### src/rtl/operand_resolver.sv
module operand_resolver #(
  parameter int W  = 16,
  parameter int CW = 16
) (
  input  logic          clk,
  input  logic          rst,
  input  logic          start,
  input  logic [5:0]    code,
  input  logic          skip,
  output logic          done,
  output logic [W-1:0]  op_value,
  output logic [W-1:0]  op_loc,
  output logic [1:0]    op_kind,
  output logic [CW-1:0] cycles,
  input  logic          wb_start,
  input  logic [1:0]    wb_kind,
  input  logic [W-1:0]  wb_loc,
  input  logic [W-1:0]  wb_value,
  output logic          wb_done,
  output logic [2:0]    gp_sel,
  input  logic [W-1:0]  gp_rdata,
  output logic          gp_we,
  output logic [2:0]    gp_wsel,
  output logic [W-1:0]  gp_wdata,
  output logic [W-1:0]  mem_addr,
  input  logic [W-1:0]  mem_rdata,
  output logic          mem_we,
  output logic [W-1:0]  mem_wdata,
  output logic [W-1:0]  pc,
  output logic [W-1:0]  sp,
  output logic [W-1:0]  ov
);
  localparam logic [1:0] K_LIT = 2'd0, K_REG = 2'd1, K_MEM = 2'd2;
  localparam logic [5:0] C_POP = 6'h18, C_PEEK = 6'h19, C_PUSH = 6'h1A,
                         C_SP = 6'h1B, C_PC = 6'h1C, C_OV = 6'h1D,
                         C_NWA = 6'h1E, C_NWL = 6'h1F;

  typedef enum logic [2:0] {S_IDLE, S_DEC, S_NXT, S_MRD, S_WB} state_t;
  state_t state;

  logic [5:0]   code_q;
  logic         skip_q;
  logic [W-1:0] loc_q;
  logic [1:0]   wkind_q;
  logic [W-1:0] wloc_q, wval_q;

  logic         fin;
  logic [1:0]   f_kind;
  logic [W-1:0] f_val, f_loc;

  wire nw_idx  = (code_q[5:3] == 3'b010);
  wire nw_any  = nw_idx || code_q == C_NWA || code_q == C_NWL;
  wire stk_mod = (code_q == C_POP) || (code_q == C_PUSH);

  function automatic logic [1:0] cost_of(logic [5:0] c);
    if (c[5])                          return 2'd0;
    else if (c[4:3] == 2'b00)          return 2'd0;
    else if (c[4:3] == 2'b01)          return 2'd1;
    else if (c[4:3] == 2'b10)          return 2'd2;
    else if (c <= C_PUSH)              return 2'd1;
    else if (c == C_NWA)               return 2'd2;
    else if (c == C_NWL)               return 2'd1;
    else                               return 2'd0;
  endfunction

  assign gp_sel    = code_q[2:0];
  assign gp_we     = (state == S_WB) && (wkind_q == K_REG) && (wloc_q < W'(8));
  assign gp_wsel   = wloc_q[2:0];
  assign gp_wdata  = wval_q;
  assign mem_we    = (state == S_WB) && (wkind_q == K_MEM);
  assign mem_wdata = wval_q;

  always_comb begin
    mem_addr = '0;
    case (state)
      S_DEC:
        if (code_q[5:3] == 3'b001) mem_addr = gp_rdata;
        else if (nw_any)           mem_addr = pc;
        else if (code_q == C_PUSH) mem_addr = sp - W'(1);
        else                       mem_addr = sp;
      S_NXT:   mem_addr = nw_idx ? gp_rdata + mem_rdata : mem_rdata;
      S_WB:    mem_addr = wloc_q;
      default: mem_addr = '0;
    endcase
  end

  always_comb begin
    fin = 1'b0; f_kind = K_LIT; f_val = '0; f_loc = '0;
    case (state)
      S_DEC:
        if (code_q[5]) begin
          fin = 1'b1; f_val = W'(code_q[4:0]); f_loc = W'(code_q[4:0]);
        end else if (code_q[4:3] == 2'b00) begin
          fin = 1'b1; f_kind = K_REG; f_val = gp_rdata; f_loc = W'(code_q);
        end else if (stk_mod && skip_q) begin
          fin = 1'b1;
        end else if (code_q == C_SP || code_q == C_PC || code_q == C_OV) begin
          fin = 1'b1; f_kind = K_REG; f_loc = W'(code_q);
          f_val = (code_q == C_SP) ? sp : (code_q == C_PC) ? pc : ov;
        end
      S_NXT:
        if (code_q == C_NWL) begin
          fin = 1'b1; f_val = mem_rdata; f_loc = mem_rdata;
        end
      S_MRD: begin
        fin = 1'b1; f_kind = K_MEM; f_val = mem_rdata; f_loc = loc_q;
      end
      default: fin = 1'b0;
    endcase
  end

  always_ff @(posedge clk) begin
    if (rst) begin
      state <= S_IDLE; done <= 1'b0; wb_done <= 1'b0;
      pc <= '0; sp <= '0; ov <= '0; cycles <= '0;
      op_value <= '0; op_loc <= '0; op_kind <= K_LIT;
      code_q <= '0; skip_q <= 1'b0; loc_q <= '0;
      wkind_q <= K_LIT; wloc_q <= '0; wval_q <= '0;
    end else begin
      done <= 1'b0;
      wb_done <= 1'b0;
      if (fin) begin
        op_kind <= f_kind; op_value <= f_val; op_loc <= f_loc;
        done <= 1'b1;
        cycles <= cycles + CW'(cost_of(code_q));
        state <= S_IDLE;
      end else begin
        case (state)
          S_IDLE:
            if (start) begin
              code_q <= code; skip_q <= skip; state <= S_DEC;
            end else if (wb_start) begin
              wkind_q <= wb_kind; wloc_q <= wb_loc; wval_q <= wb_value; state <= S_WB;
            end
          S_DEC: begin
            loc_q <= mem_addr;
            if (nw_any) begin
              pc <= pc + W'(1); state <= S_NXT;
            end else begin
              if (code_q == C_POP)  sp <= sp + W'(1);
              if (code_q == C_PUSH) sp <= sp - W'(1);
              state <= S_MRD;
            end
          end
          S_NXT: begin
            loc_q <= mem_addr; state <= S_MRD;
          end
          S_WB: begin
            if (wkind_q == K_MEM) cycles <= cycles + CW'(1);
            if (wkind_q == K_REG) begin
              if (wloc_q == W'(C_SP)) sp <= wval_q;
              if (wloc_q == W'(C_PC)) pc <= wval_q;
              if (wloc_q == W'(C_OV)) ov <= wval_q;
            end
            wb_done <= 1'b1; state <= S_IDLE;
          end
          default: state <= S_IDLE;
        endcase
      end
    end
  end

  p_done_pulse_r12: assert property (@(posedge clk) disable iff (rst)
    done |=> !done);
  p_wb_pulse_r12: assert property (@(posedge clk) disable iff (rst)
    wb_done |=> !wb_done);
  p_pop_inc_r4: assert property (@(posedge clk) disable iff (rst)
    (state == S_DEC && code_q == C_POP && !skip_q) |=> sp == $past(sp) + W'(1));
  p_push_dec_r4: assert property (@(posedge clk) disable iff (rst)
    (state == S_DEC && code_q == C_PUSH && !skip_q) |=> sp == $past(sp) - W'(1));
  p_skip_sp_r5: assert property (@(posedge clk) disable iff (rst)
    (state == S_DEC && stk_mod && skip_q) |=> (sp == $past(sp)) && done && op_kind == K_LIT);
  p_next_pc_r3: assert property (@(posedge clk) disable iff (rst)
    (state == S_DEC && nw_any) |=> pc == $past(pc) + W'(1));
  p_lit_free_r8: assert property (@(posedge clk) disable iff (rst)
    (state == S_DEC && code_q[5]) |=> cycles == $past(cycles));
  p_lit_wb_r11: assert property (@(posedge clk) disable iff (rst)
    (state == S_WB && wkind_q == K_LIT) |-> !mem_we && !gp_we);
  p_lit_wb_keep_r11: assert property (@(posedge clk) disable iff (rst)
    (state == S_WB && wkind_q == K_LIT) |=> $stable(cycles) && $stable(sp) && $stable(pc) && $stable(ov));
endmodule

### config.mk
export PLATFORM = sky130hd
export DESIGN_NAME = operand_resolver
export DESIGN_NICKNAME = d
export VERILOG_FILES = /design/src/rtl/operand_resolver.sv
export SDC_FILE = /design/constraint.sdc
export NUM_CORES = 1
export LEC_CHECK = 0
export ABC_AREA = 1
export ABC_CLOCK_PERIOD_IN_PS = 2600
export BUFFER_PORTS_ARGS = -buffer_cell sky130_fd_sc_hd__buf_2
export CAP_MARGIN = 40
export CORE_MARGIN = 4
export CORE_UTILIZATION = 48
export DETAILED_ROUTE_END_ITERATION = 6
export PLACE_DENSITY = 0.86
export SYNTH_ARGS = -nofsm -noshare
export SYNTH_HDL_FRONTEND = slang
export SYNTH_SLANG_ARGS = --single-unit
### constraint.sdc
create_clock -name clk -period 2.6 [get_ports clk]
set_clock_uncertainty 0.15 [all_clocks]
set_input_delay 0.39 -clock clk [delete_from_list [all_inputs] [get_ports clk]]
set_output_delay 0.39 -clock clk [all_outputs]
set_load 0.02 [all_outputs]
==> flow_metrics.py <==
metrics = {
    "global_routing": {
        "grt_max_degree": 46,
        "met3_usage_pct": 9.01,
        "overflow": 0,
        "busiest_layer": "met2",
        "grt_pass1_wl_mm": 68.4,
        "grt_util_all_layers_pct": 36.0,
        "first_global_vias": 12100,
        "met1_usage_pct": 50.7,
        "use_met2_pct": 53.7,
        "antenna_found_initial": 1,
    },
    "setup_path": {
        "arrival_ps": 2970,
        "max_stage_delay_ps": 420,
        "crit_chain": "inv_2 > nand2_4 > nor2_4 > buf_6 > nand2_4 > o21ai_0 > nand2_2 > fa_2 > nor3_4 > nand2_1 > xnor2_1 > nand2_1 > a21oi_2",
        "critPathKind": "reg2reg",
        "ff2ff_path_depth": 13,
        "cp.required_ps": 2820,
        "crit_fanout": 3,
        "end_kind": "flop",
        "start_kind": "flop",
        "slowest_stage": "fa_2",
    },
    "routing": {
        "detail-route-antenna-nets": 0,
        "vias": 13400,
        "wl_per_cell_um": 20.5,
        "via_per_inst": 5.89,
        "finalWirelength_mm": 46.5,
        "drtIter0Drc": 1723,
        "drc": 15,
        "dr.pass1.iters": 7,
    },
    "sta": {
        "hold_viol": 0,
        "tns_ps": -1610,
        "setup_viol": 23,
        "fmax_mhz": 363,
        "worst_pin_slew_ps": 686,
        "finalCritPeriodShare_pct": 106,
        "rsz0062_at_grt": "yes",
        "drv_slew": 0,
        "max_slew_margin_pct": 54.2,
        "post-route-min-period_ps": 2750,
        "fin_ws_ps": -152,
    },
    "die": {
        "coreArea_um2": 21200,
        "num_io_pins": 233,
        "initial_core_util_pct": 49.2,
        "dieArea_um2": 24200,
        "fp.dieW_um": 156,
        "core.rowCount": 53,
        "dieHeight_um": 156,
    },
    "cells_and_area": {
        "fillers": 1825,
        "seq_area_um2": 3220,
        "drive_above_1_share_pct": 33.9,
        "nets": 2085,
        "syn_to_final_growth_pct": 40.9,
        "multi_input_area_um2": 6900,
        "fin_area_um2": 14700,
        "antenna_cells": 0,
    },
    "synthesis": {
        "synthCells": 1640,
        "synth_nets": 1741,
        "avgSynthCellArea_um2": 6.37,
        "synth_edf_count": 0,
        "yosysSeqAreaShare_pct": 30.7,
        "synth_commonest_cells": "nand2_1, inv_1, dfxtp_1",
        "ys.flop_type": "dfxtp_1",
        "synth_most_common_cell": "nand2_1",
        "ys_warn_count": 0,
        "synth_area_leaders": "dfxtp_1, nand2_1, o21ai_0, a21oi_1, nand3_1",
        "netlist.area_leader.share_pct": 30.7,
        "async_flop_share_pct": 0,
        "yosysTopAreaCell": "dfxtp_1",
        "ys_seq_elements": 160,
        "syn_area_um2": 10400,
        "yosys.cell_types.count": 54,
    },
    "run": {
        "max_cap_violations": 0,
    },
    "placement": {
        "placed_cell_area_um2": 12500,
        "dp_hpwl_mm": 33.5,
        "pre_cts_ws_ps": -160,
        "gp_congestion": 1.05,
        "io_buffers": 232,
    },
    "clock_tree": {
        "clock_path_buffers": 2,
        "cts_sinks": 160,
        "cts-root-buf": "clkbuf_16",
        "cts-hold-fix-buffers": 0,
        "clock_latency_ps": 440,
        "tritoncts.num_buffers": 17,
        "h-tree-depth": 4,
        "clk_pin_slew_ps": 70,
        "cts_tree": "yes",
    },
    "status": {
        "violations": "design-rule violations, negative setup slack",
        "outcome": "complete, but fails checks",
    },
    "power_and_ir_drop": {
        "p_per_area_nw_per_um2": 1090,
        "peakVddDrop_uv": 564,
        "p_leak_nw": 6.96,
    },
    "hold_path": {
        "hold_class": "in2reg",
        "whs_path_depth": 3,
    },
}
-- timing repair --
item,CTS,global route
pin swaps,56,49
buffers inserted,47,12
endpoints found under the setup margin,21,33
cloned,3,0
gates resized for setup,211,105
-- worst max-delay path, delay by kind of cell, from the launching register on --
family          cells  cell delay (ps)
xor+xnor            1              190
simple gates        7              880
flops               1              330
buf+inv             2              190
fa+ha+maj           1              420
compound gates      2              530
-- layout by cell type (no fill, tap or decap), drive strengths merged, types with 3 or more instances in the layout --
master | netlist | layout
a21boi | 3 | 3
bufinv | 0 | 3
nand2 | 399 | 399
a21oi | 141 | 141
dfxtp | 160 | 160
nor2 | 160 | 160
o211ai | 8 | 8
clkinv | 4 | 4
buf | 53 | 423
xor2 | 19 | 19
a31oi | 19 | 19
nand4 | 18 | 18
nor4 | 4 | 4
or2 | 3 | 3
inv | 174 | 181
ha | 22 | 22
o21ai | 164 | 164
xnor2 | 5 | 5
clkinvlp | 0 | 5
a211oi | 18 | 18
clkbuf | 46 | 17
a22oi | 15 | 15
nor3 | 20 | 20
o22ai | 8 | 8
nand3 | 136 | 136
o21a | 21 | 21
o31ai | 4 | 4
-- layout make-up --
| type | count | area share (%) |
|---|---|---|
| multi-input cells | 1203 | 46.9 |
| clock buffers | 17 | 2.89 |
| well taps | 275 | 2.34 |
| flip-flops and latches | 160 | 21.9 |
| repair inverters | 1 | 0.0340 |
| clock inverters | 14 | 1.30 |
| inverters | 178 | 4.82 |
| repair buffers | 423 | 19.8 |
-- stage by stage --
stage	total power [mW]	hold slack (ps)	util, %	std cells
floorplan	8.45	280	-	1640
global placement	11.0	300	58.7	2179
detailed placement	11.1	302	58.7	2179
CTS	15.1	74.5	66.9	2259
global route	16.9	81.4	69.3	2271
finish	16.1	78.2	69.3	2271
-- state kept, by name (all words and copies together), names as in the netlist, 3 cells and up --
register and cells:
code_q 6, ov 16, op_value 16, wloc_q 16, loc_q 16, gp_wdata 16
cycles 16, sp 16, pc 16, op_loc 16, state 3
-- final timing paths --
check                               start                       end  slack, ps
hold reg to reg   op_loc[12]$_SDFFE_PP0P_   op_loc[12]$_SDFFE_PP0P_        310
setup reg to reg   code_q[5]$_SDFFE_PP0P_    cycles[8]$_SDFFE_PP0P_       -150
hold / removal                wb_value[1]  gp_wdata[1]$_SDFFE_PP0P_         80
setup / recovery   code_q[5]$_SDFFE_PP0P_    cycles[8]$_SDFFE_PP0P_       -150
-- cell families after synthesis --
logic type | count (synthesis) | share of synthesized area [%]
AO/OA/AOI/OAI | 409 | 22.0
AND/OR/NAND/NOR | 745 | 30.8
buffers and inverters | 277 | 11.4
multiplexers | 1 | 0.0958
flip-flops | 160 | 30.7
XOR/XNOR | 24 | 2.01
adder cells (fa/ha/maj) | 24 | 3.02
-- metal layers --
layer  vias up  wire [um]
li1       6102          -
met1      6177      18900
met2       936      20000
met3       159       5580
met4         0       2040
met5         -          0
-- report_power, final --
part / switching (mW) / internal, mW / leakage, nW
Clock: 1.23 / 1.55 / 0.297
Combinational: 6.08 / 3.54 / 5.35
Sequential: 0.630 / 3.07 / 1.31
No activity file was read; power rests on OpenSTA's default activity.
